### src/rtl/sbps_pkg.sv
package sbps_pkg;
    typedef enum logic [2:0] {
        ST_IDLE,
        ST_PICK,
        ST_GATE,
        ST_WARM,
        ST_ERASE_GO,
        ST_ERASE_WAIT,
        ST_CLR,
        ST_DONE
    } sbps_state_e;
endpackage

### src/rtl/sbps_warm_timer.sv
module sbps_warm_timer #(
    parameter int unsigned WARM_CYC = 10
) (
    input  logic clk,
    input  logic rst_n,
    input  logic load_i,
    output logic expired_o
);
    localparam int unsigned CW = $clog2(WARM_CYC + 1);

    typedef struct packed {
        logic          run;
        logic [CW-1:0] cnt;
    } tmr_t;

    tmr_t tmr_d, tmr_q;

    always_comb begin
        tmr_d = tmr_q;
        if (load_i) begin
            tmr_d.run = 1'b1;
            tmr_d.cnt = CW'(WARM_CYC - 1);
        end else if (tmr_q.run) begin
            if (tmr_q.cnt == '0) tmr_d.run = 1'b0;
            else                 tmr_d.cnt = tmr_q.cnt - 1'b1;
        end
    end

    always_ff @(posedge clk or negedge rst_n) begin
        if (!rst_n) tmr_q <= '0;
        else        tmr_q <= tmr_d;
    end

    assign expired_o = tmr_q.run && (tmr_q.cnt == '0);

    // The timer is never reloaded while a warm-up is still counting.
    assert_no_reload_R4: assert property (@(posedge clk) disable iff (!rst_n)
        load_i |-> !tmr_q.run);
endmodule

### src/rtl/sbps_erase_fmt.sv
module sbps_erase_fmt #(
    parameter int unsigned         IW         = 2,
    parameter int unsigned         AW         = 32,
    parameter int unsigned         BANK_BYTES = 32768,
    parameter logic [AW-1:0]       SRAM_BASE  = '0
) (
    input  logic [IW-1:0] idx_i,
    input  logic          start_i,
    output logic [AW-1:0] addr_o,
    output logic [31:0]   ctrl_o
);
    localparam logic [29:0] LEN_DW = 30'(BANK_BYTES / 4 - 1);

    assign addr_o = SRAM_BASE + (AW'(idx_i) * AW'(BANK_BYTES));
    assign ctrl_o = {LEN_DW, 1'b0, start_i};
endmodule

### src/rtl/sram_bank_pwr_seq.sv
module sram_bank_pwr_seq
    import sbps_pkg::*;
#(
    parameter int unsigned   NBANK      = 4,
    parameter int unsigned   BANK_BYTES = 32768,
    parameter int unsigned   AW         = 32,
    parameter logic [AW-1:0] SRAM_BASE  = 32'hFF00_0000,
    parameter int unsigned   WARM_CYC   = 10,
    parameter bit            KEEP_LAST  = 1'b1
) (
    input  logic              clk,
    input  logic              rst_n,
    input  logic              cmd_on_i,
    input  logic              cmd_off_i,
    input  logic              erase_busy_i,
    output logic [NBANK-1:0]  gate_o,
    output logic [NBANK+3:0]  cfg_o,
    output logic [AW-1:0]     erase_addr_o,
    output logic [31:0]       erase_ctrl_o,
    output logic              erase_start_o,
    output logic              irq_clr_o,
    output logic              done_o,
    output logic              busy_o
);
    localparam int unsigned IW       = (NBANK > 1) ? $clog2(NBANK) : 1;
    localparam int unsigned OFF_CNT  = KEEP_LAST ? NBANK - 1 : NBANK;
    localparam logic [IW-1:0] LAST_ON_IDX  = IW'(NBANK - 1);
    localparam logic [IW-1:0] LAST_OFF_IDX = IW'((OFF_CNT > 0) ? OFF_CNT - 1 : 0);

    typedef struct packed {
        sbps_state_e      state;
        logic [IW-1:0]    idx;
        logic             mode_on;
        logic [NBANK-1:0] gate;
        logic [NBANK-1:0] dis;
    } seq_t;

    seq_t seq_d, seq_q;
    logic tmr_load, tmr_expired;

    sbps_warm_timer #(.WARM_CYC(WARM_CYC)) u_warm (
        .clk       (clk),
        .rst_n     (rst_n),
        .load_i    (tmr_load),
        .expired_o (tmr_expired)
    );

    always_comb begin
        seq_d    = seq_q;
        tmr_load = 1'b0;
        unique case (seq_q.state)
            ST_IDLE: begin
                if (cmd_on_i) begin
                    seq_d.mode_on = 1'b1;
                    seq_d.idx     = '0;
                    seq_d.state   = ST_PICK;
                end else if (cmd_off_i) begin
                    seq_d.mode_on = 1'b0;
                    seq_d.idx     = '0;
                    seq_d.state   = (OFF_CNT == 0) ? ST_DONE : ST_PICK;
                end
            end
            ST_PICK: begin
                if (seq_q.mode_on) begin
                    if (seq_q.gate[seq_q.idx] || seq_q.dis[seq_q.idx]) begin
                        seq_d.gate[seq_q.idx] = 1'b0;
                        tmr_load              = 1'b1;
                        seq_d.state           = ST_WARM;
                    end else begin
                        seq_d.state = ST_CLR;
                    end
                end else begin
                    seq_d.dis[seq_q.idx] = 1'b1;
                    seq_d.state          = ST_GATE;
                end
            end
            ST_GATE: begin
                seq_d.gate[seq_q.idx] = 1'b1;
                seq_d.state           = ST_CLR;
            end
            ST_WARM: begin
                if (tmr_expired) begin
                    seq_d.dis[seq_q.idx] = 1'b0;
                    seq_d.state          = ST_ERASE_GO;
                end
            end
            ST_ERASE_GO:   seq_d.state = ST_ERASE_WAIT;
            ST_ERASE_WAIT: if (!erase_busy_i) seq_d.state = ST_CLR;
            ST_CLR: begin
                if (seq_q.idx == (seq_q.mode_on ? LAST_ON_IDX : LAST_OFF_IDX)) begin
                    seq_d.state = ST_DONE;
                end else begin
                    seq_d.idx   = seq_q.idx + 1'b1;
                    seq_d.state = ST_PICK;
                end
            end
            ST_DONE:  seq_d.state = ST_IDLE;
            default:  seq_d.state = ST_IDLE;
        endcase
    end

    always_ff @(posedge clk or negedge rst_n) begin
        if (!rst_n) begin
            seq_q.state   <= ST_IDLE;
            seq_q.idx     <= '0;
            seq_q.mode_on <= 1'b0;
            seq_q.gate    <= '1;
            seq_q.dis     <= '1;
        end else begin
            seq_q <= seq_d;
        end
    end

    sbps_erase_fmt #(
        .IW(IW), .AW(AW), .BANK_BYTES(BANK_BYTES), .SRAM_BASE(SRAM_BASE)
    ) u_fmt (
        .idx_i   (seq_q.idx),
        .start_i (erase_start_o),
        .addr_o  (erase_addr_o),
        .ctrl_o  (erase_ctrl_o)
    );

    assign gate_o        = seq_q.gate;
    assign cfg_o         = {seq_q.dis, 4'b0000};
    assign erase_start_o = (seq_q.state == ST_ERASE_GO);
    assign irq_clr_o     = (seq_q.state == ST_CLR);
    assign done_o        = (seq_q.state == ST_DONE);
    assign busy_o        = (seq_q.state != ST_IDLE);

    // Per-bank ordering between gate and disable controls
    for (genvar b = 0; b < NBANK; b++) begin : g_bank_chk
        assert_gate_after_disable_R2: assert property (@(posedge clk) disable iff (!rst_n)
            $rose(gate_o[b]) |-> cfg_o[b+4]);
        assert_enable_after_ungate_R4: assert property (@(posedge clk) disable iff (!rst_n)
            $fell(cfg_o[b+4]) |-> (!gate_o[b] && $past(!gate_o[b])));
    end

    assert_start_single_R5: assert property (@(posedge clk) disable iff (!rst_n)
        erase_start_o |=> !erase_start_o);
    assert_start_engine_idle_R6: assert property (@(posedge clk) disable iff (!rst_n)
        erase_start_o |-> !erase_busy_i);
    assert_done_single_R9: assert property (@(posedge clk) disable iff (!rst_n)
        done_o |=> !done_o);
    assert_idle_quiet_R10: assert property (@(posedge clk) disable iff (!rst_n)
        (!busy_o && $past(!busy_o)) |-> ($stable(gate_o) && $stable(cfg_o)));
endmodule

### config.mk
export PLATFORM = sky130hd
export DESIGN_NAME = sram_bank_pwr_seq
export DESIGN_NICKNAME = d
export VERILOG_FILES = /design/src/rtl/sbps_pkg.sv /design/src/rtl/sbps_warm_timer.sv /design/src/rtl/sbps_erase_fmt.sv /design/src/rtl/sram_bank_pwr_seq.sv
export SDC_FILE = /design/constraint.sdc
export NUM_CORES = 1
export LEC_CHECK = 0
export ABC_AREA = 1
export CAP_MARGIN = 10
export CORE_MARGIN = 3
export CORE_UTILIZATION = 40
export DETAILED_ROUTE_END_ITERATION = 8
export PLACE_DENSITY = 0.79
export SLEW_MARGIN = 0
export SYNTH_ARGS = -nofsm -noshare
export SYNTH_HDL_FRONTEND = slang
export SYNTH_HIERARCHICAL = 1
export SYNTH_SLANG_ARGS = --single-unit
### constraint.sdc
create_clock -name clk -period 1.9 [get_ports clk]
set_clock_uncertainty 0.15 [all_clocks]
set_input_delay 0.19 -clock clk [delete_from_list [all_inputs] [get_ports clk]]
set_output_delay 0.19 -clock clk [all_outputs]
set_load 0.005 [all_outputs]
==> key figures <==
Critical path
  – Startpoint types: flip-flop
  – Cells along the critical path: nand2_1 -> nor2_2 -> clkdlybuf4s50_1
  – Type of the worst setup path: reg -> out
  – Family with the most delay on the worst path: buffers and inverters
  – Worst reg2reg path startpoint: seq_q[9]
  – Crit Path Max Fanout: 6
  – Crit path arrival time: 1.49 ns
  – Worst setup slack for register-to-register paths: 0.22 ns
  – Worst-path cell with the longest stage delay: sky130_fd_sc_hd__clkdlybuf4s50_1
  – Number of buffer and inverter instances along the worst setup path: 1
  – Max incr delay on CP: 0.53 ns
  – Worst Path Required: 1.56 ns
  – Kind of capture point of the worst setup path: output pin
  – Critical path launch point: seq_q[12]

Floorplanning
  – Starting utilization of the core area: 43.0%
  – Y dimension of the die: 73.0 um
  – IO Count: 85
  – CORE AREA: 0.00417 mm^2
  – Std cell rows: 23
  – Die area: 0.00533 mm^2
  – Horizontal extent of the die: 73.0 um

Power
  – Worst IR Drop VDD: 248 uV
  – Total power per unit cell area: 417 mW/mm^2
  – Cell leakage power: 0.000973 uW
  – Post-layout power: 746 uW

Clock tree
  – Clk Latency, worst-skew pair: 0.26 ns
  – TritonCTS buffer count: 3
  – Hold buffers post-CTS: 0
  – # clock sinks: 19
  – Cell at the root of the clock tree: sky130_fd_sc_hd__clkbuf_8
  – CTS tree: yes
  – Number of post-CTS setup repair buffers: 0
  – Clock input transition at the sequential cells of the worst setup and hold paths: 0.08 ns
  – CTS max path bufs: 2
  – H-tree depth: 1

Route
  – Via density: 4.13
  – Total iterations of the first detailed-routing run: 4
  – DRT Wirelength: 2860 um
  – Number of routed nets with antenna violations: 0
  – Vias: 1214
  – Number of remaining DRC errors: 0
  – Number of design-rule violations left by the first detailed-router iteration: 63
  – Wire per inst: 9.73 um

GRT
  – Fraction of met2 tracks used by global routing: 16.4%
  – Via count of the first global-routing pass: 984
  – GRT Util Overall: 10.3%
  – Wire length of the first global-routing pass: 4400 um
  – Global Route met1 Usage: 14.4%
  – Residual overflow from global routing: 0
  – Antenna violations before repair: 0
  – Busiest metal layer after global routing: met2
  – Met3 routing resource usage after global routing: 2.48%
  – Pin count of the biggest net entering global routing: 20

Finish
  – Area added between synthesis and finish: -0.419%
  – Core utilization of the finished layout: 42.8%
  – Non-filler instance count after layout: 294
  – Fraction of final layout cells with drive strength greater than 1: 19.3%
  – Filler cells: 436
  – Diode insertion count for antenna repair: 0
  – # nets final: 256

Synth
  – Number of distinct library cells after synthesis: 26
  – Area share of the leading cell type in the synthesized netlist: 31.8%
  – Number of enable flip-flop cells after synthesis: 0
  – YS warnings: 6
  – Main flop type after synthesis: sky130_fd_sc_hd__dfrtp_1
  – Area leader, netlist: sky130_fd_sc_hd__buf_4
  – Main area contributors after synthesis: sky130_fd_sc_hd__buf_4 (32%), sky130_fd_sc_hd__dfrtp_1 (15%), sky130_fd_sc_hd__dfstp_2 (12%)
  – Synth Register Bits: 19
  – Post-synthesis sequential area ratio: 27.1%
  – Leading cell types by count after synthesis: sky130_fd_sc_hd__buf_4 (76), sky130_fd_sc_hd__nand2_1 (45), sky130_fd_sc_hd__inv_1 (14), sky130_fd_sc_hd__nand3_1 (13), sky130_fd_sc_hd__dfrtp_1 (11)
  – Number of cells produced by synthesis: 233
  – Synthesized cell area: 0.00179 mm^2
  – Share of flip-flops with an asynchronous set or reset after synthesis: 100%
  – Avg Inst Size Synth: 7.70 um^2
  – Most frequent cell after synthesis: sky130_fd_sc_hd__buf_4

Place
  – Count of port buffers added during placement: 19
  – Placer Congestion: 0.910
  – Total half-perimeter wirelength after legalization and detailed placement: 2390 um
  – Placed cells: 290

STA
  – Hold violation total from the final report: 0
  – Setup TNS Final: 0 ns
  – Period utilisation layout: 96.3%
  – Final setup violation count: 0
  – Hold WS: 0.110 ns
  – Highest achievable clock rate: 0.546 GHz
  – Fin crit period: 1.83 ns
  – Setup repair after global routing missed its margin: true
  – Number of max-slew violations in the final report: 0

Worst hold path
  – Type of the tightest min-delay check: in -> async

Run
  – Max-cap violation count: 0

Outcome
  – Status: finished clean
==> worst paths after layout <==
| check | to | cells past startpoint |
|---|---|---|
| max | irq_clr_o | 3 |
| min | u_warm/tmr_q[0] | 2 |
| max reg2reg | u_warm/tmr_q[1] | 10 |
| min reg2reg | flip-flop | 2 |
| max in group asynchronous | async pin | 2 |
| min in group clk | flip-flop | 2 |
==> repair_timing <==
item	in CTS	in global routing
hold endpoints to repair	0	0
resized for setup	1	6
setup endpoints to repair	1	5
==> area by class of cell <==
cell class                      count  area [um^2]  area share [%]
Inverter                           23         86.3            4.83
Tap cell                           50         62.6            3.50
Clock buffer                        3         41.3            2.31
Timing Repair Buffer               21          210            11.8
Multi-Input combinational cell    177          892            49.9
Clock inverter                      1         5.00           0.280
Sequential cell                    19          489            27.4
==> through the flow <==
step	area, um^2	setup slack (ns)
global route	1790	-0.00701
finish	1790	0.0694
global placement	1720	0.241
floorplan	2030	0.372
detailed placement	1720	0.195
CTS	1770	0.0173
==> cell families (layout without fill, tap and decap cells) <==
kind of cell | Yosys count | in the layout | synth area share [%]
buffers and inverters | 99 | 48 | 36.6
DFF | 19 | 19 | 27.1
xor gates and xnor gates | 1 | 1 | 0.488
adders and majority gates | 6 | 6 | 4.18
other | 3 | 65 | 0.628
and+or+nand+nor | 93 | 93 | 26.9
AOI/OAI and AO/OA | 12 | 12 | 4.11
==> cell usage in the layout (no fill, tap or decap), types with 3 or more instances in the layout <==
master,count
sky130_fd_sc_hd__ha_1,6
sky130_fd_sc_hd__nor2_1,8
sky130_fd_sc_hd__conb_1,65
sky130_fd_sc_hd__clkbuf_8,3
sky130_fd_sc_hd__nand4_1,6
sky130_fd_sc_hd__dfstp_2,8
sky130_fd_sc_hd__nand3_2,4
sky130_fd_sc_hd__inv_1,14
sky130_fd_sc_hd__dfrtp_2,3
sky130_fd_sc_hd__dfrtp_1,8
sky130_fd_sc_hd__clkdlybuf4s50_1,17
sky130_fd_sc_hd__nand2_2,4
sky130_fd_sc_hd__nand3_1,13
sky130_fd_sc_hd__inv_2,8
sky130_fd_sc_hd__nor2_2,5
sky130_fd_sc_hd__o21ai_1,8
sky130_fd_sc_hd__nand2_1,45
==> layer usage <==
| metal | vias to the layer above | part of all wire [%] |
|---|---|---|
| li1 | 609 | - |
| met1 | 545 | 43 |
| met2 | 56 | 48 |
| met3 | 4 | 8.3 |
| met4 | 0 | 0.73 |
| met5 | - | 0 |
==> report_power, final <==
part | total, uW | internal (uW) | leakage, uW | switching [uW]
clock network | 291 | 146 | 0.0000255 | 145
registers | 405 | 405 | 0.000214 | 0
logic | 49.8 | 8.79 | 0.000733 | 41.0
Note: power is estimated with default switching activity, not from simulation.
